`src/rtl/pwm_timer_pkg.sv`:
```
package pwm_timer_pkg;

  typedef enum logic [1:0] {
    MODE_FREE     = 2'd0,
    MODE_PWM      = 2'd1,
    MODE_ONE_SHOT = 2'd2
  } timer_mode_e;

  localparam int CMP_N      = 2;
  localparam int PULSE_IDX  = 0;
  localparam int PERIOD_IDX = 1;

  // Count of reload states that precede zero in each modulation cycle.
  localparam int RELOAD_GAP = 4;

endpackage

```
`src/rtl/pwm_prescaler.sv`:
```
module pwm_prescaler #(
  parameter int PRESC_W = 3
) (
  input  logic       clk,
  input  logic       rst_n,
  input  logic [1:0] sel,
  output logic       tick
);

  logic [PRESC_W-1:0] phase;

  function automatic logic [PRESC_W-1:0] tap_mask(input logic [1:0] s);
    return PRESC_W'((1 << (s + 1)) - 1);
  endfunction

  always_ff @(posedge clk or negedge rst_n) begin
    if (!rst_n) phase <= '0;
    else        phase <= phase + 1'b1;
  end

  always_comb begin
    tick = (sel != 2'b11) && ((phase & tap_mask(sel)) == tap_mask(sel));
  end

  // the fastest rate never ticks on two clocks in a row
  a_r2_no_back_to_back: assert property (@(posedge clk) disable iff (!rst_n)
    (tick && sel == 2'b00) |=> !tick);

endmodule

```
`src/rtl/pwm_cmp_reg.sv`:
```
module pwm_cmp_reg #(
  parameter int                BYTE_W  = 8,
  parameter int                ADDR_W  = 2,
  parameter logic [ADDR_W-1:0] HI_ADDR = '0,
  parameter logic [ADDR_W-1:0] LO_ADDR = 1
) (
  input  logic                  clk,
  input  logic                  rst_n,
  input  logic                  wr_en,
  input  logic [ADDR_W-1:0]     wr_addr,
  input  logic [BYTE_W-1:0]     wr_data,
  output logic [2*BYTE_W-1:0]   value,
  output logic                  armed
);

  localparam int VAL_W = 2 * BYTE_W;

  logic hi_wr, lo_wr;

  always_comb begin
    hi_wr = wr_en && (wr_addr == HI_ADDR);
    lo_wr = wr_en && (wr_addr == LO_ADDR);
  end

  always_ff @(posedge clk or negedge rst_n) begin
    if (!rst_n) begin
      value <= '0;
      armed <= 1'b0;
    end else if (hi_wr) begin
      value[VAL_W-1:BYTE_W] <= wr_data;
      armed                 <= 1'b0;
    end else if (lo_wr) begin
      value[BYTE_W-1:0] <= wr_data;
      armed             <= 1'b1;
    end
  end

  // a high-byte write removes the compare from service
  a_r9_hi_disarms: assert property (@(posedge clk) disable iff (!rst_n)
    hi_wr |=> !armed);
  // a low-byte write puts it back and lands in the low byte
  a_r9_lo_arms: assert property (@(posedge clk) disable iff (!rst_n)
    lo_wr |=> (armed && value[BYTE_W-1:0] == $past(wr_data)));

endmodule

```
`src/rtl/pwm_core.sv`:
```
module pwm_core
  import pwm_timer_pkg::*;
#(
  parameter int CNT_W = 16
) (
  input  logic              clk,
  input  logic              rst_n,
  input  logic              tick,
  input  timer_mode_e       mode,
  input  logic [CNT_W-1:0]  pulse_val,
  input  logic              pulse_armed,
  input  logic [CNT_W-1:0]  period_val,
  input  logic              period_armed,
  input  logic              lvl_on_period,
  input  logic              lvl_on_pulse,
  input  logic              flag_clr,
  output logic [CNT_W-1:0]  count,
  output logic              level,
  output logic              period_flag,
  output logic              pulse_oc_flag,
  output logic              period_oc_flag
);

  localparam logic [CNT_W-1:0] RELOAD = {CNT_W{1'b1}} - CNT_W'(RELOAD_GAP - 1);

  logic pwm_on;
  logic eq_period, eq_pulse;
  logic period_hit, pulse_hit;
  logic oc_period_evt, oc_pulse_evt;

  function automatic logic [CNT_W-1:0] next_count(
    input logic [CNT_W-1:0] cur, input logic adv, input logic reload);
    if (!adv)   return cur;
    if (reload) return RELOAD;
    return cur + 1'b1;
  endfunction

  function automatic logic next_level(
    input logic cur, input logic per_hit, input logic pul_hit,
    input logic per_lvl, input logic pul_lvl);
    if (per_hit) return per_lvl;
    if (pul_hit) return pul_lvl;
    return cur;
  endfunction

  always_comb begin
    pwm_on        = (mode == MODE_PWM);
    eq_period     = period_armed && (count == period_val);
    eq_pulse      = pulse_armed && (count == pulse_val);
    period_hit    = tick && pwm_on && eq_period;
    pulse_hit     = tick && pwm_on && eq_pulse;
    oc_period_evt = tick && !pwm_on && eq_period;
    oc_pulse_evt  = tick && !pwm_on && eq_pulse;
  end

  always_ff @(posedge clk or negedge rst_n) begin
    if (!rst_n) begin
      count          <= '0;
      level          <= 1'b0;
      period_flag    <= 1'b0;
      pulse_oc_flag  <= 1'b0;
      period_oc_flag <= 1'b0;
    end else begin
      count          <= next_count(count, tick, period_hit);
      level          <= next_level(level, period_hit, pulse_hit, lvl_on_period, lvl_on_pulse);
      period_flag    <= (period_flag & ~flag_clr) | period_hit;
      pulse_oc_flag  <= (pulse_oc_flag & ~flag_clr) | oc_pulse_evt;
      period_oc_flag <= (period_oc_flag & ~flag_clr) | oc_period_evt;
    end
  end

  // a period match reloads the counter to the top-minus-three state
  a_r3_reload: assert property (@(posedge clk) disable iff (!rst_n)
    period_hit |=> (count == RELOAD));
  // period match applies the period level
  a_r4_period_level: assert property (@(posedge clk) disable iff (!rst_n)
    period_hit |=> (level == $past(lvl_on_period)));
  // a lone pulse match applies the pulse level
  a_r4_pulse_level: assert property (@(posedge clk) disable iff (!rst_n)
    (pulse_hit && !period_hit) |=> (level == $past(lvl_on_pulse)));
  // the period event leaves the flag set
  a_r6_flag_set: assert property (@(posedge clk) disable iff (!rst_n)
    period_hit |=> period_flag);
  // compare flags never rise out of a modulation cycle
  a_r7_no_pulse_oc_in_pwm: assert property (@(posedge clk) disable iff (!rst_n)
    $rose(pulse_oc_flag) |-> !$past(pwm_on));
  a_r7_no_period_oc_in_pwm: assert property (@(posedge clk) disable iff (!rst_n)
    $rose(period_oc_flag) |-> !$past(pwm_on));
  // outside modulation mode the level holds
  a_r11_level_holds: assert property (@(posedge clk) disable iff (!rst_n)
    !pwm_on |=> $stable(level));

endmodule

```
`src/rtl/pwm_timer.sv`:
```
module pwm_timer
  import pwm_timer_pkg::*;
#(
  parameter int BYTE_W  = 8,
  parameter int PRESC_W = 3
) (
  input  logic                   clk,
  input  logic                   rst_n,
  input  logic                   wr_en,
  input  logic [1:0]             wr_addr,
  input  logic [BYTE_W-1:0]      wr_data,
  input  logic [1:0]             presc_sel,
  input  logic                   pwm_en,
  input  logic                   opm_en,
  input  logic                   out_en,
  input  logic                   lvl_on_period,
  input  logic                   lvl_on_pulse,
  input  logic                   irq_en,
  input  logic                   irq_mask,
  input  logic                   flag_clr,
  output logic                   pwm_out,
  output logic [2*BYTE_W-1:0]    timer_count,
  output logic                   period_flag,
  output logic                   pulse_oc_flag,
  output logic                   period_oc_flag,
  output logic                   irq
);

  localparam int CNT_W  = 2 * BYTE_W;
  localparam int ADDR_W = $clog2(2 * CMP_N);

  timer_mode_e        mode;
  logic               tick;
  logic               level;
  logic [CNT_W-1:0]   cmp_val [CMP_N];
  logic [CMP_N-1:0]   cmp_armed;

  // Modulation takes precedence over a one-pulse request.
  always_comb begin
    if (pwm_en)      mode = MODE_PWM;
    else if (opm_en) mode = MODE_ONE_SHOT;
    else             mode = MODE_FREE;
  end

  pwm_prescaler #(.PRESC_W(PRESC_W)) u_presc (
    .clk  (clk),
    .rst_n(rst_n),
    .sel  (presc_sel),
    .tick (tick)
  );

  for (genvar g = 0; g < CMP_N; g++) begin : g_cmp
    pwm_cmp_reg #(
      .BYTE_W (BYTE_W),
      .ADDR_W (ADDR_W),
      .HI_ADDR(ADDR_W'(2 * g)),
      .LO_ADDR(ADDR_W'(2 * g + 1))
    ) u_reg (
      .clk    (clk),
      .rst_n  (rst_n),
      .wr_en  (wr_en),
      .wr_addr(wr_addr),
      .wr_data(wr_data),
      .value  (cmp_val[g]),
      .armed  (cmp_armed[g])
    );
  end

  pwm_core #(.CNT_W(CNT_W)) u_core (
    .clk           (clk),
    .rst_n         (rst_n),
    .tick          (tick),
    .mode          (mode),
    .pulse_val     (cmp_val[PULSE_IDX]),
    .pulse_armed   (cmp_armed[PULSE_IDX]),
    .period_val    (cmp_val[PERIOD_IDX]),
    .period_armed  (cmp_armed[PERIOD_IDX]),
    .lvl_on_period (lvl_on_period),
    .lvl_on_pulse  (lvl_on_pulse),
    .flag_clr      (flag_clr),
    .count         (timer_count),
    .level         (level),
    .period_flag   (period_flag),
    .pulse_oc_flag (pulse_oc_flag),
    .period_oc_flag(period_oc_flag)
  );

  always_comb begin
    pwm_out = out_en & level;
    irq     = irq_en & ~irq_mask & (period_flag | pulse_oc_flag | period_oc_flag);
  end

  // the stop code freezes the count
  a_r2_stopped: assert property (@(posedge clk) disable iff (!rst_n)
    (presc_sel == 2'b11) |=> $stable(timer_count));
  // no request leaves the block while masked or disabled
  a_r8_irq_gate: assert property (@(posedge clk) disable iff (!rst_n)
    irq |-> (irq_en && !irq_mask));

endmodule

```
`config.mk`:
```
export PLATFORM = sky130hd
export DESIGN_NAME = pwm_timer
export DESIGN_NICKNAME = d
export VERILOG_FILES = /design/src/rtl/pwm_timer_pkg.sv /design/src/rtl/pwm_prescaler.sv /design/src/rtl/pwm_cmp_reg.sv /design/src/rtl/pwm_core.sv /design/src/rtl/pwm_timer.sv
export SDC_FILE = /design/constraint.sdc
export NUM_CORES = 1
export LEC_CHECK = 0
export ABC_AREA = 1
export BUFFER_PORTS_ARGS = -buffer_cell sky130_fd_sc_hd__buf_2
export CAP_MARGIN = 20
export CORE_MARGIN = 8
export CORE_UTILIZATION = 54
export CTS_BUF_LIST = sky130_fd_sc_hd__clkbuf_8
export CTS_CLUSTER_SIZE = 8
export DETAILED_ROUTE_END_ITERATION = 10
export GPL_TIMING_DRIVEN = 0
export PLACE_DENSITY_LB_ADDON = 0.1
export SYNTH_ARGS = -nofsm -noshare
export SYNTH_HDL_FRONTEND = slang
export SYNTH_SLANG_ARGS = --single-unit
```
`constraint.sdc`:
```
create_clock -name clk -period 1.6 [get_ports clk]
set_clock_uncertainty 0.15 [all_clocks]
set_input_delay 0.16 -clock clk [delete_from_list [all_inputs] [get_ports clk]]
set_output_delay 0.16 -clock clk [all_outputs]
set_load 0.05 [all_outputs]
```
Word level (Yosys, flattened, before mapping)
Index checks and enable logic that the tools add are counted.

word-level totals
  flip-flop bits (word level) = 57
  input bits = 23
  output and inout bits = 21
  logic and storage cells = 79

cells by class
  $add $sub $neg = 4
  equality and inequality tests = 8
  shift-type cells = 1
  muxes and demuxes = 18
  bitwise logic cells = 16
  reductions and logical operators = 20

operators with widths
  cell                                                  number
  two-way mux 16 bit                                    4
  equality test 16 bit                                  2
  left shift 1 x 32 -> 3 bit (first input constant)     1
  adder 16 x 1 -> 16 bit (second input constant)        1
  logical AND 1 bit                                     13
  two-way mux 1 bit                                     12
  bitwise AND 1 bit                                     6
  nonzero test 2 bit                                    3
  OR 1 bit                                              5
  equality test 2 x 1 -> 1 bit (second input constant)  2
  equality test 2 bit (second input constant)           2
  two-way mux 2 bit                                     2
  NOT 1 bit                                             4
  AND reduction 2 bit                                   2
  adder 2 x 1 -> 3 bit (second input constant)          1
  adder 3 x 1 -> 3 bit (second input constant)          1
  bitwise AND 3 bit                                     1
  equality test 3 bit                                   1
  subtractor 3 x 2 -> 3 bit (second input constant)     1
  zero test 2 bit                                       1
  inequality test 2 bit (second input constant)         1
  zero test 1 bit                                       1

Logic depth before layout (Yosys ltp)
  word-level depth = 12
  gate-level depth with buffers = 11

By module
From an unflattened synthesis, not the netlist that was laid out.

second synthesis, totals
  cell total of the unflattened synthesis = 494
  area total of the unflattened synthesis = 3560.9 um2

by module, submodules not included
  module                         instances  cells each  area each (um2)  sequential area each (um2)
  pwm_core                       1          321         1888.1           500.5
  pwm_cmp_reg at g_cmp[1].u_reg  1          76          772.0            425.4
  pwm_cmp_reg at g_cmp[0].u_reg  1          75          730.7            425.4
  pwm_prescaler                  1          13          128.9            75.1
  pwm_timer                      1          9           41.3             0.0

Worst setup path before layout
OpenSTA, ideal clock, no wires.

  path type = flip-flop to output port
  start = register u_core.period_flag
  end = output port irq
  arrival = 1.912 ns
  path slack = -0.622 ns
  cell stages (with the launch flop) = 3
  path through = dfrtp_1 -> nor3_1 -> nor3b_1

on the way
  longest elaborated chain between the ends = 3

RTL lines
  what                    RTL line         text
  from (decl)             pwm_core.sv:19   output logic period_flag,
  from (signal assigned)  pwm_core.sv:66   period_flag <= (period_flag & ~flag_clr) | period_hit;
  OR 1 bit (2 in a row)   pwm_timer.sv:90  irq = irq_en & ~irq_mask & (period_flag | pulse_oc_flag | period_oc_flag);
  bitwise AND 1 bit       pwm_timer.sv:90
  to (decl)               pwm_timer.sv:26  output logic irq

Every way passes these cells.

Final worst setup path
  start = register u_core.count[2]
  end = register u_core.count[15]

on the way
  longest elaborated chain between the ends = 7
  elaborated cells on any way between the ends = 9
  those cells by class = 1 x add/sub; 1 x eq/ne; 5 x mux; 2 x reduce/logical

RTL lines
  what                                                                            RTL line        text
  from (decl)                                                                     pwm_core.sv:17  output logic [CNT_W-1:0] count,
  from (signal assigned)                                                          pwm_core.sv:64  count <= next_count(count, tick, period_hit);
  parallel branches: the longest is 5 deep, another holds adder 16 x 1 -> 16 bit  n/a
  two-way mux 16 bit *                                                            pwm_core.sv:35  return cur + 1'b1;
  two-way mux 16 bit *                                                            pwm_core.sv:34  if (reload) return RELOAD;

Every way passes the cells marked *. The select of a mux whose other input is x is not followed.
A chain may end at the register's enable or synchronous reset.

==> metrics.txt <==
Finished Cell Area=approximately 0.0043 mm2; drc violations=0; port buffer count=between 40 and 50; register area share after synthesis=around 44%; Crit Path Class=register to register; Place WS=-248 ps; FMAX=0.606 GHz; final wirelength=approximately 9.5 mm; non-filler cells, final=626; post-synthesis mux area share=0%; Clock Latency Late Sink=330 ps; gr ovfl total=0; largest family of logic cells by synthesized area=simple AND/OR/NAND/NOR gates; H-Tree Depth=3; Reg-to-Reg Start=u_core.count[2]; Synth Register Bits=57; hold crit path type=input port to register; vias in the first global route=roughly 3300; clock power share=between 20% and 30%; WL per Instance=15.2 um; Core Area=0.00589 mm2; Layout Nets=572; Adder-Cell Fraction of Synth Area=less than 1%; Die Span Y=93.8 um; switching share of power=a little under two fifths; Starting Density=55.5%; layout cells sized above 1=26.3%; Gate power share=33.7%; Rows=28; Initial DRC Count=185; Die X=between 90 and 100 um; Final Hold Slack=21.8 ps; Cells after DPL=~580; internal power=3.31 mW; maximum fanout along the worst path=6; top cells by area, synth=dfrtp_1 44%, nand2_1 18%, inv_1 8.8%; clock root buffer=clkbuf_8; Crit. End Element=register; worst vdd ir=0.823 mV; sequential share of power=36.6%; max-slew violations=0; detailed-route via count=3279; Final Power=between 5 and 6 mW; Synthesis Warnings=0; Power Dens Cells=around 1200 mW/mm2; largest net degree at the start of global routing=33; clock-pin transition on the worst setup and hold timing paths=70 ps; crit share post-route=103%; most frequent cells in the layout=149 x nand2_1, 67 x inv_1, 44 x o21ai_0; critical path required time=roughly 1700 ps; cell area after synthesis=0.00327 mm2; element type at the critical path start=register; Psw=approximately 2.0 mW; Hold Startpoint=lvl_on_pulse; Num CTS Buffers=9; Post-Syn Nets=488; Post-Synth XOR/XNOR Area=3.49%; relative slew slack=59.4%; PnR worst setup slack=-49.0 ps; Mapped Cells=463; Synth top area share=43.7%; failing checks=negative setup slack; Mapped Avg Cell Area=slightly above 7 um2; HPWL after DPL=7.03 mm; post-synthesis compound-gate area fraction=8.39%; RSZ-0062 raised after global routing=true; Post-DRT Antenna Nets=0; Final Setup Violations=15; routability cong.=around 0.9; Worst Path Arrival=1720 ps; Placed Instance Area=0.00370 mm2; CTS tree=done; first-pass GRT wire length=roughly 16 mm; fill count=473; Layout area overhead=32.7%; Total GRT Usage=22.9%; commonest non-fill, non-tap cell in the layout=nand2_1; leakage=2.28 nW; Initial DRT Pass Iterations=5; DR vias/cell=5.24; Synth area leader=dfrtp_1; Max Cap Violations=0; I/O pin total=between 40 and 50; fin crit period=1650 ps; Synth Area in Simple Gates=between 30% and 40%; initial antenna violation count=0; Tightest Pin Transition=610 ps; Ant. Diodes=0; outcome=finished, violations left; Hold Vio Cnt, Final=0; library cells used by synthesis=29; clk buf depth=2; Die ar.=0.00879 mm2; Worst setup startpoint=u_core.count[2]; Clock Sinks=57
-- worst max-delay path: stages (launching register included) --
cell,delay [ps]
dfrtp_2,440
inv_4,70
nor3_4,210
nand2_2,90
nor2_4,150
nand2_4,90
nor2_8,130
nand3_2,70
nand2_1,60
nand3_1,70
-- registers in the layout, summed over array words and instances, names as in the netlist --
signal	flops
g_cmp.u_reg.value	32
u_core.count	16
u_presc.phase	3
u_core.level	1
g_cmp.u_reg.armed	2
u_core.pulse_oc_flag	1
u_core.period_flag	1
u_core.period_oc_flag	1
-- stage by stage --
| stage | TNS (ps) | util (%) |
|---|---|---|
| 2_1_floorplan | -632 | - |
| 5_1_grt | -2230 | 73.6 |
| 3_5_place_dp | -3300 | 62.9 |
| 3_3_place_gp | -2500 | 62.5 |
| 4_1_cts | -414 | 71.9 |
| 6_report | -253 | 73.6 |
-- final timing paths --
check / end / slack, ps / cells past startpoint
max in group asynchronous: u_core.count[0] / 500 / 3
min: u_core.level / 20 / 5
max: u_core.count[15] / -50 / 9
min in group asynchronous: u_presc.phase[2] / 220 / 2
max reg2reg: u_core.count[15] / -50 / 9
min reg2reg: u_presc.phase[2] / 320 / 1
-- layer usage --
layer  share of wire [%]  GRT usage, %  wire (um)
met1                  43          28.5       4070
met2                  47          36.9       4470
met3                 6.6          3.68        625
met4                 3.7          12.8        350
met5                   0             0          0
-- cells in the mapped netlist, drive strengths merged --
cell and n:
nand2 156, inv 79, dfrtp 57, o21ai 48, nor2 39, nand3 34, nor3 9, xnor2 8
nand4 7, clkbuf 5, xor2 5, a21oi 4, buf 3, ha 2, nand3b 2, and3 1
nor3b 1, o21bai 1, o22ai 1, or2 1
-- area by class of cell --
type	count	area [um2]	area share, %
sequential	57	1450	33.4
clock buffer	12	165	3.81
clock inverter	3	63.8	1.47
timing repair buffer	73	505	11.7
multi-input combinational	319	1690	39.1
inverter	79	302	6.96
buffer	8	62.6	1.44
tap	75	93.8	2.17
-- cells by family (layout without fill, tap and decap cells) --
logic type	after synthesis	after routing
fa+ha+maj	2	2
simple gates	250	250
buf+inv	87	175
flops	57	57
compound gates	54	54
xor+xnor	13	13
-- power groups by stage --
stage	clock, mW	sequential (mW)	combinational, mW
3_3_place_gp	0	1.95	1.50
4_1_cts	1.57	1.93	1.70
5_1_grt	1.64	1.96	1.96
2_1_floorplan	0	2.15	0.897
3_5_place_dp	0	1.96	1.53
6_report	1.57	1.93	1.77
-- timing repair --
item,in CTS,in global routing
hold buffers,12,0
cloned,1,0
endpoints found under the setup margin,20,22
pin swaps,16,7
buffers inserted,11,6
resized for setup,26,21
endpoints found under the hold margin,48,0
Note: power is estimated with default switching activity, not from simulation.
